**src/rtl/par_acq_latch.sv**
```systemverilog
module par_acq_latch #(
  parameter int NCH = 32,
  parameter int BW  = 8,
  localparam int AW = $clog2(NCH),
  localparam int EW = NCH + 1
) (
  input  logic          clk,
  input  logic          rst_n,
  input  logic          ser_par_n,
  input  logic          cs_n,
  input  logic          wr_n,
  input  logic [AW-1:0] addr,
  input  logic          ofs_sel,
  input  logic          cal,
  input  logic [BW-1:0] busy_len,
  output logic [EW-1:0] acq_en,
  output logic          busy,
  output logic          overflow,
  output logic          serial_en
);

  logic          wr_q;
  logic [BW-1:0] busy_cnt;
  logic          strobe_rise;
  logic          hit;
  logic          accept;
  logic [EW-1:0] cmd;

  assign serial_en   = ser_par_n;
  assign strobe_rise = ~wr_q & wr_n;
  assign hit         = strobe_rise & ~cs_n & ~ser_par_n;
  assign accept      = hit & (busy_cnt == '0);
  assign busy        = busy_cnt != '0;

  always_comb begin
    cmd = '0;
    if (cal)          cmd[NCH-1:0] = '1;
    else if (ofs_sel) cmd[NCH] = 1'b1;
    else              cmd[addr] = 1'b1;
  end

  always_ff @(posedge clk or negedge rst_n) begin
    if (!rst_n) begin
      wr_q     <= 1'b1;
      acq_en   <= '0;
      busy_cnt <= '0;
      overflow <= 1'b0;
    end else begin
      wr_q   <= wr_n;
      acq_en <= accept ? cmd : '0;
      if (accept)    busy_cnt <= busy_len;
      else if (busy) busy_cnt <= busy_cnt - 1'b1;
      if (hit && busy) overflow <= 1'b1;
    end
  end

  a_r2_single_pulse: assert property (@(posedge clk) disable iff (!rst_n)
    (acq_en != '0) |=> (acq_en == '0));
  a_r3_one_target: assert property (@(posedge clk) disable iff (!rst_n)
    (acq_en[NCH-1:0] != '1) |-> $onehot0(acq_en));
  a_r5_cal_excludes_offset: assert property (@(posedge clk) disable iff (!rst_n)
    (acq_en[NCH-1:0] == '1) |-> !acq_en[NCH]);
  a_r7_strap_gates: assert property (@(posedge clk) disable iff (!rst_n)
    (acq_en != '0) |-> $past(!ser_par_n && !cs_n));
  a_r9_sticky_overflow: assert property (@(posedge clk) disable iff (!rst_n)
    !$fell(overflow));
  a_r9_no_cmd_while_busy: assert property (@(posedge clk) disable iff (!rst_n)
    (acq_en != '0) |-> $past(!busy));

endmodule

```
**config.mk**
```make
export PLATFORM = sky130hd
export DESIGN_NAME = par_acq_latch
export DESIGN_NICKNAME = d
export VERILOG_FILES = /design/src/rtl/par_acq_latch.sv
export SDC_FILE = /design/constraint.sdc
export NUM_CORES = 1
export LEC_CHECK = 0
export ABC_CLOCK_PERIOD_IN_PS = 2000
export BUFFER_PORTS_ARGS = -buffer_cell sky130_fd_sc_hd__buf_4
export CORE_MARGIN = 2
export CORE_UTILIZATION = 43
export CTS_CLUSTER_DIAMETER = 150
export CTS_CLUSTER_SIZE = 8
export DETAILED_ROUTE_END_ITERATION = 8
export PLACE_DENSITY = 0.65
export SYNTH_ARGS = -nofsm -noshare
export SYNTH_HDL_FRONTEND = slang
export SYNTH_SLANG_ARGS = --single-unit
```
**constraint.sdc**
```tcl
create_clock -name clk -period 2 [get_ports clk]
set_input_delay 0.2 -clock clk [delete_from_list [all_inputs] [get_ports clk]]
set_output_delay 0.2 -clock clk [all_outputs]
set_load 0.01 [all_outputs]
```
## Word level (Yosys, flattened, before mapping)

Index checks and enable logic that the tools add are counted.

| storage, ports and cells | value |
|---|---|
| register bits after elaboration | 43 |
| input port bits | 20 |

| operators by class | value |
|---|---|
| add/subtract/negate cells | 1 |
| magnitude comparators | 2 |
| mux-type cells | 9 |
| bitwise logic cells | 7 |
| reduce and logical (&&, ||, !) cells | 5 |

Operator list:

| operator | number |
|---|---|
| $mux W32 | 2 |
| $mux W33 | 1 |
| $mux W8 | 2 |
| $logic_not A8 Y1 | 1 |
| $reduce_bool A8 Y1 | 1 |
| $sub A8 B1 Y8 const B | 1 |
| $lt A5 B7 Y1 const B | 1 |
| $demux W1 S5 | 1 |
| $ge A5 B1 Y1 const B | 1 |
| $and A1 B1 Y1 | 4 |
| $mux W1 | 3 |
| $not A1 Y1 | 3 |
| $logic_and A1 B1 Y1 | 2 |
| $reduce_bool A2 Y1 | 1 |

## Longest topological paths before layout

| depth | value |
|---|---|
| word-level depth | 7 |
| mapped depth | 6 |
| gate-level depth less buffers | 5 |

## Worst setup path before layout

Ideal clock, no wire load.

| path | value |
|---|---|
| path type | flip-flop to flip-flop |
| from | register busy_cnt[0] |
| to | register busy_cnt[0] |
| arrival time | 1503 ps |
| required time | 1906 ps |
| setup slack | 403 ps |
| stages on the path, launching flop included | 6 |
| buffers on the path | 0 |
| period minus slack after synthesis | 1597 ps |
| path through | dfrtp_1 > inv_1 > ha_1 > nor3b_1 > nand2_2 > a211oi_1 |

| on the way | value |
|---|---|
| elaborated cells on any way between the ends | 7 |
| classes of those cells | 1 x add/sub; 2 x mux; 1 x bitwise; 3 x reduce/logical |

RTL lines:

| element | line | RTL |
|---|---|---|
| start: declaration | 23 | `logic [BW-1:0] busy_cnt;` |
| start signal: assignment | 51 | `if (accept) busy_cnt <= busy_len;` |
| start signal: assignment | 52 | `else if (busy) busy_cnt <= busy_cnt - 1'b1;` |
| $reduce_bool A8 Y1 | 33 | `assign busy = busy_cnt != '0;` |
| net busy | 17 | `output logic busy,` |
| $reduce_bool A2 Y1 (no line) | n/a |  |

The timed path passes the listed nets, and every way through them passes these cells. The select of a mux whose other input is x is not followed.
A chain may end at the register's enable or synchronous reset.

## Final worst setup path

| path | value |
|---|---|
| from | register busy_cnt[0] |
| to | output port busy |

| on the way | value |
|---|---|
| longest elaborated chain between the ends | 1 |

Ends and longest elaborated chain:

| element | line |
|---|---|
| $reduce_bool A8 Y1 | 33 |
| end: declaration | 17 |

No other way between the ends.

==> flow_summary.ini <==
[floorplan]
pin_count = 56
die_w_um = 70.24
die_h_um = 70.24
num_rows = 24
core_area_um2 = 4294
dieArea_um2 = 4934
start_util_pct = 43.94

[yosys]
synth.area.top_cells = dfrtp_1, a21oi_1, nor2_1
ys_async_sr_fraction_pct = 100.0
ys_seq_area_share_pct = 57.10
yosysTopAreaCellShare_pct = 55.70
synth_top_family_by_area = simple AND/OR/NAND/NOR gates
synthXorXnorAreaFrac_pct = 0.9284
synth_cell_type_count = 35
syn_area_um2 = 1887
synth-seq-cells = 43
muxShareOfSynthArea_pct = 1.061
synth_top_area_cell = dfrtp_1
syn_area_per_cell_um2 = 10.60
synth_compound_area_share_pct = 14.79
synthSimpleGateAreaFrac_pct = 19.96
yosys_warnings = 0
synth_commonest_cells = dfrtp_1, a21oi_1, nor2_1, nor3b_1, inv_1
synthCells = 178
synth.most_common_cell = dfrtp_1
synthAdderAreaFrac_pct = 1.326
syn_nets = 200
synth_edf_count = 0
synthFlopType = dfrtp_1

[clock_tree]
clock-root-buffer = clkbuf_8
clock-sinks = 43
clockBufferDepth = 2
holdBufCountCts = 1
cts_inserted_buffers = 5
clkSlewWorstSetupHoldPaths_ns = 0.08
postCtsResizedCells = 0
cts-htree-levels = 2
cts_setup_buffers = 0
cts_tree = built
clk_latency_ns = 0.29

[timing]
post-route-period-util_pct = 94.95
setup_tns_ns = 0
rsz0062_at_grt = no
max_freq_mhz = 526.6
max_slew_margin_pct = 65.03
setup_viol = 0
tightest_slew_ns = 0.5246
min_period_ns = 1.899
hold_viol_final = 0
hold_slack_ns = 0.02396
finClkSkew_ns = 0.006285
drv_slew = 0

[critical_path]
reg2reg_to = acq_en[27]
arrival_ns = 1.70
required_ns = 1.80
path_max_fanout = 7
end_kind = primary output
rrSetupSlack_ns = 0.23
crit_type = reg -> out
reg2reg_from = busy_cnt[0]
start_kind = flop
r2r_cells = 7

[layout]
multiInputGateArea_um2 = 718.2
final_cells = 289
fillerInstances = 385
synthToLayoutAreaGrowth_pct = 29.11
diodes = 0
final-seq-area_um2 = 1077
drive_above_1_share_pct = 32.07
layout.nets = 258

[min_path]
min_from = wr_n
hold_depth = 1
hold_path.class = in -> reg
hold_end = wr_q

[status]
status = completed

[global_route]
grtUsageMet3_pct = 5.051
top_usage_layer = met2
overflow = 0
globalRouteTotalUtil_pct = 18.39
grt_pass1_wl_mm = 7.072
grt_util_met2_pct = 28.41
antenna_found_initial = 0
gr-usage-met1_pct = 25.00
grt_max_degree = 44
grt_pass1_vias = 1469

[routing]
avgRoutedWirePerCell_um = 14.60
ant_nets = 0
vias_per_cell = 5.239
dr.first_iter.drc_count = 90
wl_mm = 4.218
vias = 1514
dr.pass1.iters = 4
post-route-drc-count = 0

[pwr]
p_leak_nw = 1.202
seqPwrFrac_pct = 51.5
ir_drop_mv = 0.3317
swShare_pct = 31.52
pwr-share-comb_pct = 22.7
cellPowerDensity_nw_per_um2 = 851.5
clkPwrFrac_pct = 25.8
p_total_mw = 2.074
p_switching_mw = 0.6537
intPower_mw = 1.421

[placement]
gp_congestion = 0.8027
hpwl_mm = 2.923
dp_cells = 280
portBuffers = 55

[run]
maxCapViolCount = 0
## sequential cells by signal (all words and copies together), names as in the netlist
signal,flops
overflow,1
busy_cnt,8
wr_q,1
acq_en,33
## power groups by stage
stage                     registers [mW]  clock network [mW]  logic (mW)
after floorplan                     1.06                   0       0.332
after global placement              1.08                   0       0.462
after detailed placement            1.08                   0       0.467
after CTS                           1.07               0.549       0.474
after global routing                1.08               0.587       0.521
final                               1.07               0.535       0.471
## cells in the final DEF, fill, tap and decap left out, drive strengths merged, types with 2 or more instances in the layout
| cell | instances |
|---|---|
| nand2 | 3 |
| and3b | 4 |
| mux2i | 2 |
| o21ai | 2 |
| xnor2 | 2 |
| nor4 | 2 |
| nor2b | 2 |
| nor4b | 2 |
| o221ai | 2 |
| nor2 | 32 |
| inv | 6 |
| clkbuf | 6 |
| a21oi | 35 |
| ha | 2 |
| nor3b | 8 |
| nor3 | 5 |
| dfrtp | 42 |
| a211oi | 5 |
| buf | 61 |
| a21o | 2 |
## metal layers
layer / wire length, µm / vias up
met2: 1982 / 55
met3: 255 / 5
met1: 1932 / 723
met5: 0 / -
li1: - / 731
met4: 48 / 0
## final cells by class
cell class                      count  share of cell area, %
Clock buffer                        6                  2.979
Clock inverter                      2                 0.5136
Tap cell                           52                  2.671
Multi-Input combinational cell    118                  29.48
Sequential cell                    43                  44.22
Timing Repair Buffer               62                  19.21
Inverter                            6                 0.9245
## worst max-delay path by stage
| stage | slack, ns | start | to |
|---|---|---|---|
| CTS | 0.1 | busy_cnt[0] | busy |
| detailed placement | 0.23 | busy_cnt[3] | acq_en[3] |
| global placement | 0.29 | busy_cnt[0] | busy_cnt[4] |
| floorplan | 0.40 | busy_cnt[0] | busy_cnt[0] |
| finish | 0.10 | busy_cnt[0] | busy |
| global route | 0.001 | busy_cnt[3] | busy |
## through the flow
stage                     utilization [%]  setup slack, ns  area [µm²]
after floorplan                         -           0.4029        1887
after global routing                56.73         0.001460        2436
after CTS                           56.73          0.09676        2436
final                               56.73           0.1010        2436
after global placement              54.52           0.2940        2341
after detailed placement            54.52           0.2317        2341
## cell families after synthesis
| group | after synthesis |
|---|---|
| AO/OA/AOI/OAI | 49 |
| XOR/XNOR | 2 |
| adder cells (fa/ha/maj) | 2 |
| buffers and inverters | 17 |
| flip-flops | 43 |
| multiplexers | 2 |
| AND/OR/NAND/NOR | 63 |
## critical path: stages (launching register included)
cell	delay, ns
dfrtp_1	0.42
inv_1	0.09
ha_1	0.20
nor3b_1	0.20
buf_4	0.16
nand2_2	0.12
buf_4	0.21
No activity file was read; power rests on OpenSTA's default activity.
